--- src/rtl/xtrig_matrix.sv ---
module xtrig_matrix #(
  parameter int N_TRIG = 8,
  parameter int N_CHAN = 4,
  parameter int AW     = 12,
  parameter int DW     = 32
) (
  input  logic              clk,
  input  logic              rst_n,
  input  logic [N_TRIG-1:0] trig_in,
  input  logic [N_CHAN-1:0] chan_in,
  output logic [N_TRIG-1:0] trig_out,
  output logic [N_CHAN-1:0] chan_out,
  input  logic [AW-1:0]     reg_addr,
  input  logic              reg_we,
  input  logic [DW-1:0]     reg_wdata,
  output logic [DW-1:0]     reg_rdata
);
  localparam logic [AW-1:0] A_CTRL  = AW'('h000);
  localparam logic [AW-1:0] A_ACK   = AW'('h010);
  localparam logic [AW-1:0] A_HSET  = AW'('h014);
  localparam logic [AW-1:0] A_HCLR  = AW'('h018);
  localparam logic [AW-1:0] A_PULSE = AW'('h01C);
  localparam logic [AW-1:0] A_IMAP  = AW'('h020);
  localparam logic [AW-1:0] A_OMAP  = AW'('h0A0);
  localparam logic [AW-1:0] A_TIN   = AW'('h130);
  localparam logic [AW-1:0] A_TOUT  = AW'('h134);
  localparam logic [AW-1:0] A_CHIN  = AW'('h138);
  localparam logic [AW-1:0] A_GATE  = AW'('h140);
  localparam logic [AW-1:0] A_CFG   = AW'('hFC8);
  localparam logic [DW-1:0] CFG_WORD = DW'({4'(N_CHAN), 8'(N_TRIG), 8'h00});

  logic              en_q;
  logic [N_CHAN-1:0] hold_q, pulse_q, gate_q;
  logic [N_CHAN-1:0] imap_q [N_TRIG];
  logic [N_CHAN-1:0] omap_q [N_TRIG];
  logic [N_TRIG-1:0] trig_q, trig_set;
  logic [N_CHAN-1:0] trig_chan, local_act, chan_act;

  wire [N_CHAN-1:0] wd_c = reg_wdata[N_CHAN-1:0];
  wire wr_ctrl  = reg_we && reg_addr == A_CTRL;
  wire wr_ack   = reg_we && reg_addr == A_ACK;
  wire wr_hset  = reg_we && reg_addr == A_HSET;
  wire wr_hclr  = reg_we && reg_addr == A_HCLR;
  wire wr_pulse = reg_we && reg_addr == A_PULSE;
  wire wr_gate  = reg_we && reg_addr == A_GATE;

  always_comb begin
    trig_chan = '0;
    for (int n = 0; n < N_TRIG; n++)
      if (trig_in[n]) trig_chan = trig_chan | imap_q[n];
  end

  assign local_act = en_q ? (hold_q | pulse_q | trig_chan) : '0;
  assign chan_act  = local_act | (en_q ? chan_in : '0);
  assign chan_out  = local_act & gate_q;
  assign trig_out  = trig_q;

  always_ff @(posedge clk or negedge rst_n) begin
    if (!rst_n) begin
      en_q    <= 1'b0;
      hold_q  <= '0;
      pulse_q <= '0;
      gate_q  <= '1;
    end else begin
      if (wr_ctrl) en_q <= reg_wdata[0];
      if (wr_gate) gate_q <= wd_c;
      if (wr_hset) hold_q <= hold_q | wd_c;
      else if (wr_hclr) hold_q <= hold_q & ~wd_c;
      pulse_q <= wr_pulse ? wd_c : '0;
    end
  end

  for (genvar n = 0; n < N_TRIG; n++) begin : g_trig
    wire wr_imap = reg_we && reg_addr == A_IMAP + AW'(4 * n);
    wire wr_omap = reg_we && reg_addr == A_OMAP + AW'(4 * n);

    always_ff @(posedge clk or negedge rst_n) begin
      if (!rst_n) begin
        imap_q[n] <= '0;
        omap_q[n] <= '0;
      end else begin
        if (wr_imap) imap_q[n] <= wd_c;
        if (wr_omap) omap_q[n] <= wd_c;
      end
    end

    assign trig_set[n] = |(chan_act & omap_q[n]);

    always_ff @(posedge clk or negedge rst_n) begin
      if (!rst_n)          trig_q[n] <= 1'b0;
      else if (!en_q)      trig_q[n] <= 1'b0;
      else if (trig_set[n]) trig_q[n] <= 1'b1;
      else if (wr_ack && reg_wdata[n]) trig_q[n] <= 1'b0;
    end

    AST_MAPPED_SETS: assert property (@(posedge clk) disable iff (!rst_n)
      en_q && (|(chan_act & omap_q[n])) |=> trig_out[n]);
  end

  always_comb begin
    reg_rdata = '0;
    unique case (reg_addr)
      A_CTRL: reg_rdata = DW'(en_q);
      A_HSET: reg_rdata = DW'(hold_q);
      A_TIN:  reg_rdata = DW'(trig_in);
      A_TOUT: reg_rdata = DW'(trig_q);
      A_CHIN: reg_rdata = DW'(chan_in);
      A_GATE: reg_rdata = DW'(gate_q);
      A_CFG:  reg_rdata = CFG_WORD;
      default: reg_rdata = '0;
    endcase
    for (int n = 0; n < N_TRIG; n++) begin
      if (reg_addr == A_IMAP + AW'(4 * n)) reg_rdata = DW'(imap_q[n]);
      if (reg_addr == A_OMAP + AW'(4 * n)) reg_rdata = DW'(omap_q[n]);
    end
  end

  AST_OFF_QUIET: assert property (@(posedge clk) disable iff (!rst_n)
    !en_q |=> trig_out == '0);
  AST_OFF_NO_BUS: assert property (@(posedge clk) disable iff (!rst_n)
    !en_q |-> chan_out == '0);
  AST_STICKY: assert property (@(posedge clk) disable iff (!rst_n)
    en_q && !wr_ack |=> ($past(trig_out) & ~trig_out) == '0);
  AST_PULSE_ONE: assert property (@(posedge clk) disable iff (!rst_n)
    !wr_pulse |=> pulse_q == '0);
  AST_HOLD_SET: assert property (@(posedge clk) disable iff (!rst_n)
    wr_hset |=> (hold_q & $past(wd_c)) == $past(wd_c));
endmodule

--- config.mk ---
export PLATFORM = sky130hd
export DESIGN_NAME = xtrig_matrix
export DESIGN_NICKNAME = d
export VERILOG_FILES = /design/src/rtl/xtrig_matrix.sv
export SDC_FILE = /design/constraint.sdc
export NUM_CORES = 1
export LEC_CHECK = 0
export BUFFER_PORTS_ARGS = -buffer_cell sky130_fd_sc_hd__buf_2
export CAP_MARGIN = 20
export CORE_UTILIZATION = 52
export DETAILED_ROUTE_END_ITERATION = 6
export GPL_ROUTABILITY_DRIVEN = 1
export GPL_TIMING_DRIVEN = 0
export HOLD_SLACK_MARGIN = 0.05
export PLACE_DENSITY_LB_ADDON = 0.3
export SYNTH_ARGS = -nofsm -noshare
export SYNTH_HDL_FRONTEND = slang
export SYNTH_SLANG_ARGS = --single-unit
export TNS_END_PERCENT = 100
--- constraint.sdc ---
create_clock -name clk -period 6.3 [get_ports clk]
set_input_delay 0.63 -clock clk [delete_from_list [all_inputs] [get_ports clk]]
set_output_delay 0.63 -clock clk [all_outputs]
set_load 0.03 [all_outputs]
==> results.json <==
{
  "yosysTopAreaCell": "dfrtp_1",
  "p_sw_share_pct": 27.9,
  "io_buffers": 53,
  "period_needed_ps": 4190,
  "seqPwrFrac_pct": 51.0,
  "max_freq_ghz": 0.239,
  "mappedNetlistArea_mm2": 0.00512,
  "clock_power_share_pct": 38.4,
  "cts_num_sinks": 85,
  "avgSynthCellArea_um2": 10.2,
  "yosysSeqAreaShare_pct": 41.6,
  "area_growth_pct": 14.5,
  "placed_cells": 705,
  "final_cells": 721,
  "p_sw_w": 0.000300,
  "final_hold_viol_count": 0,
  "die_y_um": 101,
  "ios": 103,
  "antenna_left": 0,
  "synth_most_common_cell": "dfrtp_1",
  "leakage_nw": 2.67,
  "worst_setup_path_start_kind": "input pin",
  "gp_congestion": 0.992,
  "die_w_um": 101,
  "first_global_vias": 4631,
  "hold_buffers": 0,
  "synthTopCellsByArea": "dfrtp_1 40%, mux2_2 15%, buf_4 3.4%",
  "dr.pass1.iters": 6,
  "wl_per_cell_um": 25.8,
  "p_comb_share_pct": 10.5,
  "yosysUniqueCellTypes": 64,
  "drv_cap": 0,
  "synthFlopType": "dfrtp_1",
  "setup_viol": 0,
  "fin_area_mm2": 0.00586,
  "cts_resized": 0,
  "p_per_area_mw_per_mm2": 184,
  "synthArstFlopShare_pct": 100,
  "setup_tns_ps": 0,
  "vias_per_cell": 6.76,
  "numCtsBuffers": 9,
  "diodes": 0,
  "cts_setup_buffers": 0,
  "min_path_type": "input pin to async pin",
  "synth_edf_count": 0,
  "cts_buffer_depth": 2,
  "syn_inst": 501,
  "grt_setup_unrepaired": "no",
  "fin_crit_sh_pct": 66.5,
  "vdd_drop_max_uv": 111,
  "tightest_slew_ps": 1100,
  "synthTopCellsByCount": "81 x dfrtp_1, 69 x mux2_2, 42 x nand2_1, 28 x nand3_1, 28 x nor2_1",
  "final_max_slew_viol_count": 0,
  "dpl.hpwl_mm": 13.9,
  "critical_path_class": "input pin to output port",
  "slew_headroom_pct": 25.7,
  "initial_core_util_pct": 54.6,
  "grt_max_degree": 64,
  "arrival_ps": 3560,
  "remaining_drc_errors": 0,
  "grt_pass1_wl_mm": 27.8,
  "antenna_found_initial": 0,
  "vias": 4877,
  "skew_ps": 8.54,
  "drt_iter0_drc": 614,
  "outcome": "completed",
  "worst_ep_required_time_ps": 5670,
  "layout-drive-gt1-share_pct": 32.4,
  "h-tree-depth": 3,
  "core-area_mm2": 0.00937,
  "yosysTopAreaCellShare_pct": 39.6,
  "insertion_delay_ps": 360,
  "clkTransAtPathRegs_ps": 90,
  "routed_wl_mm": 18.6,
  "grt-ovfl-total": 0,
  "nets": 646,
  "endpoint_kind": "output port",
  "yosys_warnings": 0,
  "cp_max_fo": 10,
  "p_total_w": 0.00108,
  "intPower_w": 0.000776,
  "rows": 35,
  "place_area_mm2": 0.00566,
  "dieArea_mm2": 0.0102,
  "cts_tree": "done",
  "root_buffer": "clkbuf_8",
  "grtUsageTotal_pct": 38.0,
  "synth_seq_cells": 85
}
-- final timing paths --
check / startpoint / end / slack [ps] / depth (start not counted)
worst max register to register: imap_q[10]$_DFFE_PN0P_ / trig_out[1]$_DFFE_PN0P_ / 3940 / 6
worst min-delay path: rst_n / omap_q[0]$_DFFE_PN0P_ / 160 / 1
max in group asynchronous: rst_n / imap_q[24]$_DFFE_PN0P_ / 5510 / 2
worst max-delay path: reg_addr[1] / reg_rdata[0] / 2110 / 9
min in group clk: omap_q[23]$_DFFE_PN0P_ / omap_q[23]$_DFFE_PN0P_ / 550 / 1
worst min register to register: omap_q[23]$_DFFE_PN0P_ / omap_q[23]$_DFFE_PN0P_ / 550 / 1
-- power by group through the flow --
stage / logic [W] / registers [W] / clock network (W)
after CTS: 0.000110 / 0.000549 / 0.000418
final: 0.000113 / 0.000550 / 0.000414
after global routing: 0.000121 / 0.000550 / 0.000437
after floorplan: 0.0000605 / 0.000559 / 0
after global placement: 0.000106 / 0.000560 / 0
after detailed placement: 0.000110 / 0.000560 / 0
-- routing by layer --
metal  GRT usage [%]  vias up  wire length, um
li1                -     2075                -
met1            51.5     2373             7560
met2            58.0      370             8130
met3            8.35       59             2000
met4            17.9        0              881
met5               0        -                0
-- cells by family (layout without fill, tap and decap cells) --
| kind of cell | Yosys count | count (layout) | share of synthesized area (%) |
|---|---|---|---|
| compound gates | 115 | 115 | 17.2 |
| buf+inv | 55 | 125 | 5.89 |
| flops | 85 | 85 | 41.6 |
| mux | 72 | 72 | 15.8 |
| other cells | 1 | 22 | 0.0732 |
| simple gates | 173 | 173 | 19.4 |
-- worst max-delay path: stages --
cell and delay [ps]:
clkbuf_1 180, or4_1 590, clkbuf_1 360, nor4_1 830
nand2_1 240, a31oi_1 230, a221oi_1 100, o21ai_1 160
buf_2 230
-- final cells by class --
| class | instances | area (um^2) |
|---|---|---|
| plain buffers | 53 | 294 |
| clock buffers | 10 | 138 |
| clock inverters | 6 | 68.8 |
| fillers | 850 | 3510 |
| inverters | 2 | 7.51 |
| multi-input cells | 382 | 2770 |
| flip-flops and latches | 85 | 2130 |
| well taps | 129 | 161 |
| repair buffers | 54 | 295 |
-- flip-flops by register name, summed over array words and instances, names as in the netlist, named ones only --
signal    flops
imap_q       32
pulse_q       4
trig_out      8
en_q          1
gate_q        4
omap_q       32
-- metrics by stage --
step | setup slack, ps | utilization, % | hold WS (ps)
6_report | 2110 | 62.6 | 159
5_1_grt | 2020 | 62.6 | 169
4_1_cts | 2230 | 62.6 | 168
3_5_place_dp | 2230 | 60.4 | 523
3_3_place_gp | 2200 | 60.0 | 519
2_1_floorplan | 2780 | - | 334
-- layout by cell type, fill, tap and decap left out, types with 5 or more instances in the layout --
cell type,n
nor2_1,28
clkbuf_1,22
a22oi_1,11
a21oi_1,10
nor3_1,14
nand3_1,28
a211oi_1,7
buf_2,59
a221oi_1,7
dfrtp_1,81
nor4_1,6
a222oi_1,14
a22o_1,13
and3_1,5
conb_1,22
buf_4,24
clkbuf_8,10
mux2_2,69
o21ai_0,13
nand2_1,42
a21boi_0,8
No activity file was read; power rests on OpenSTA's default activity.
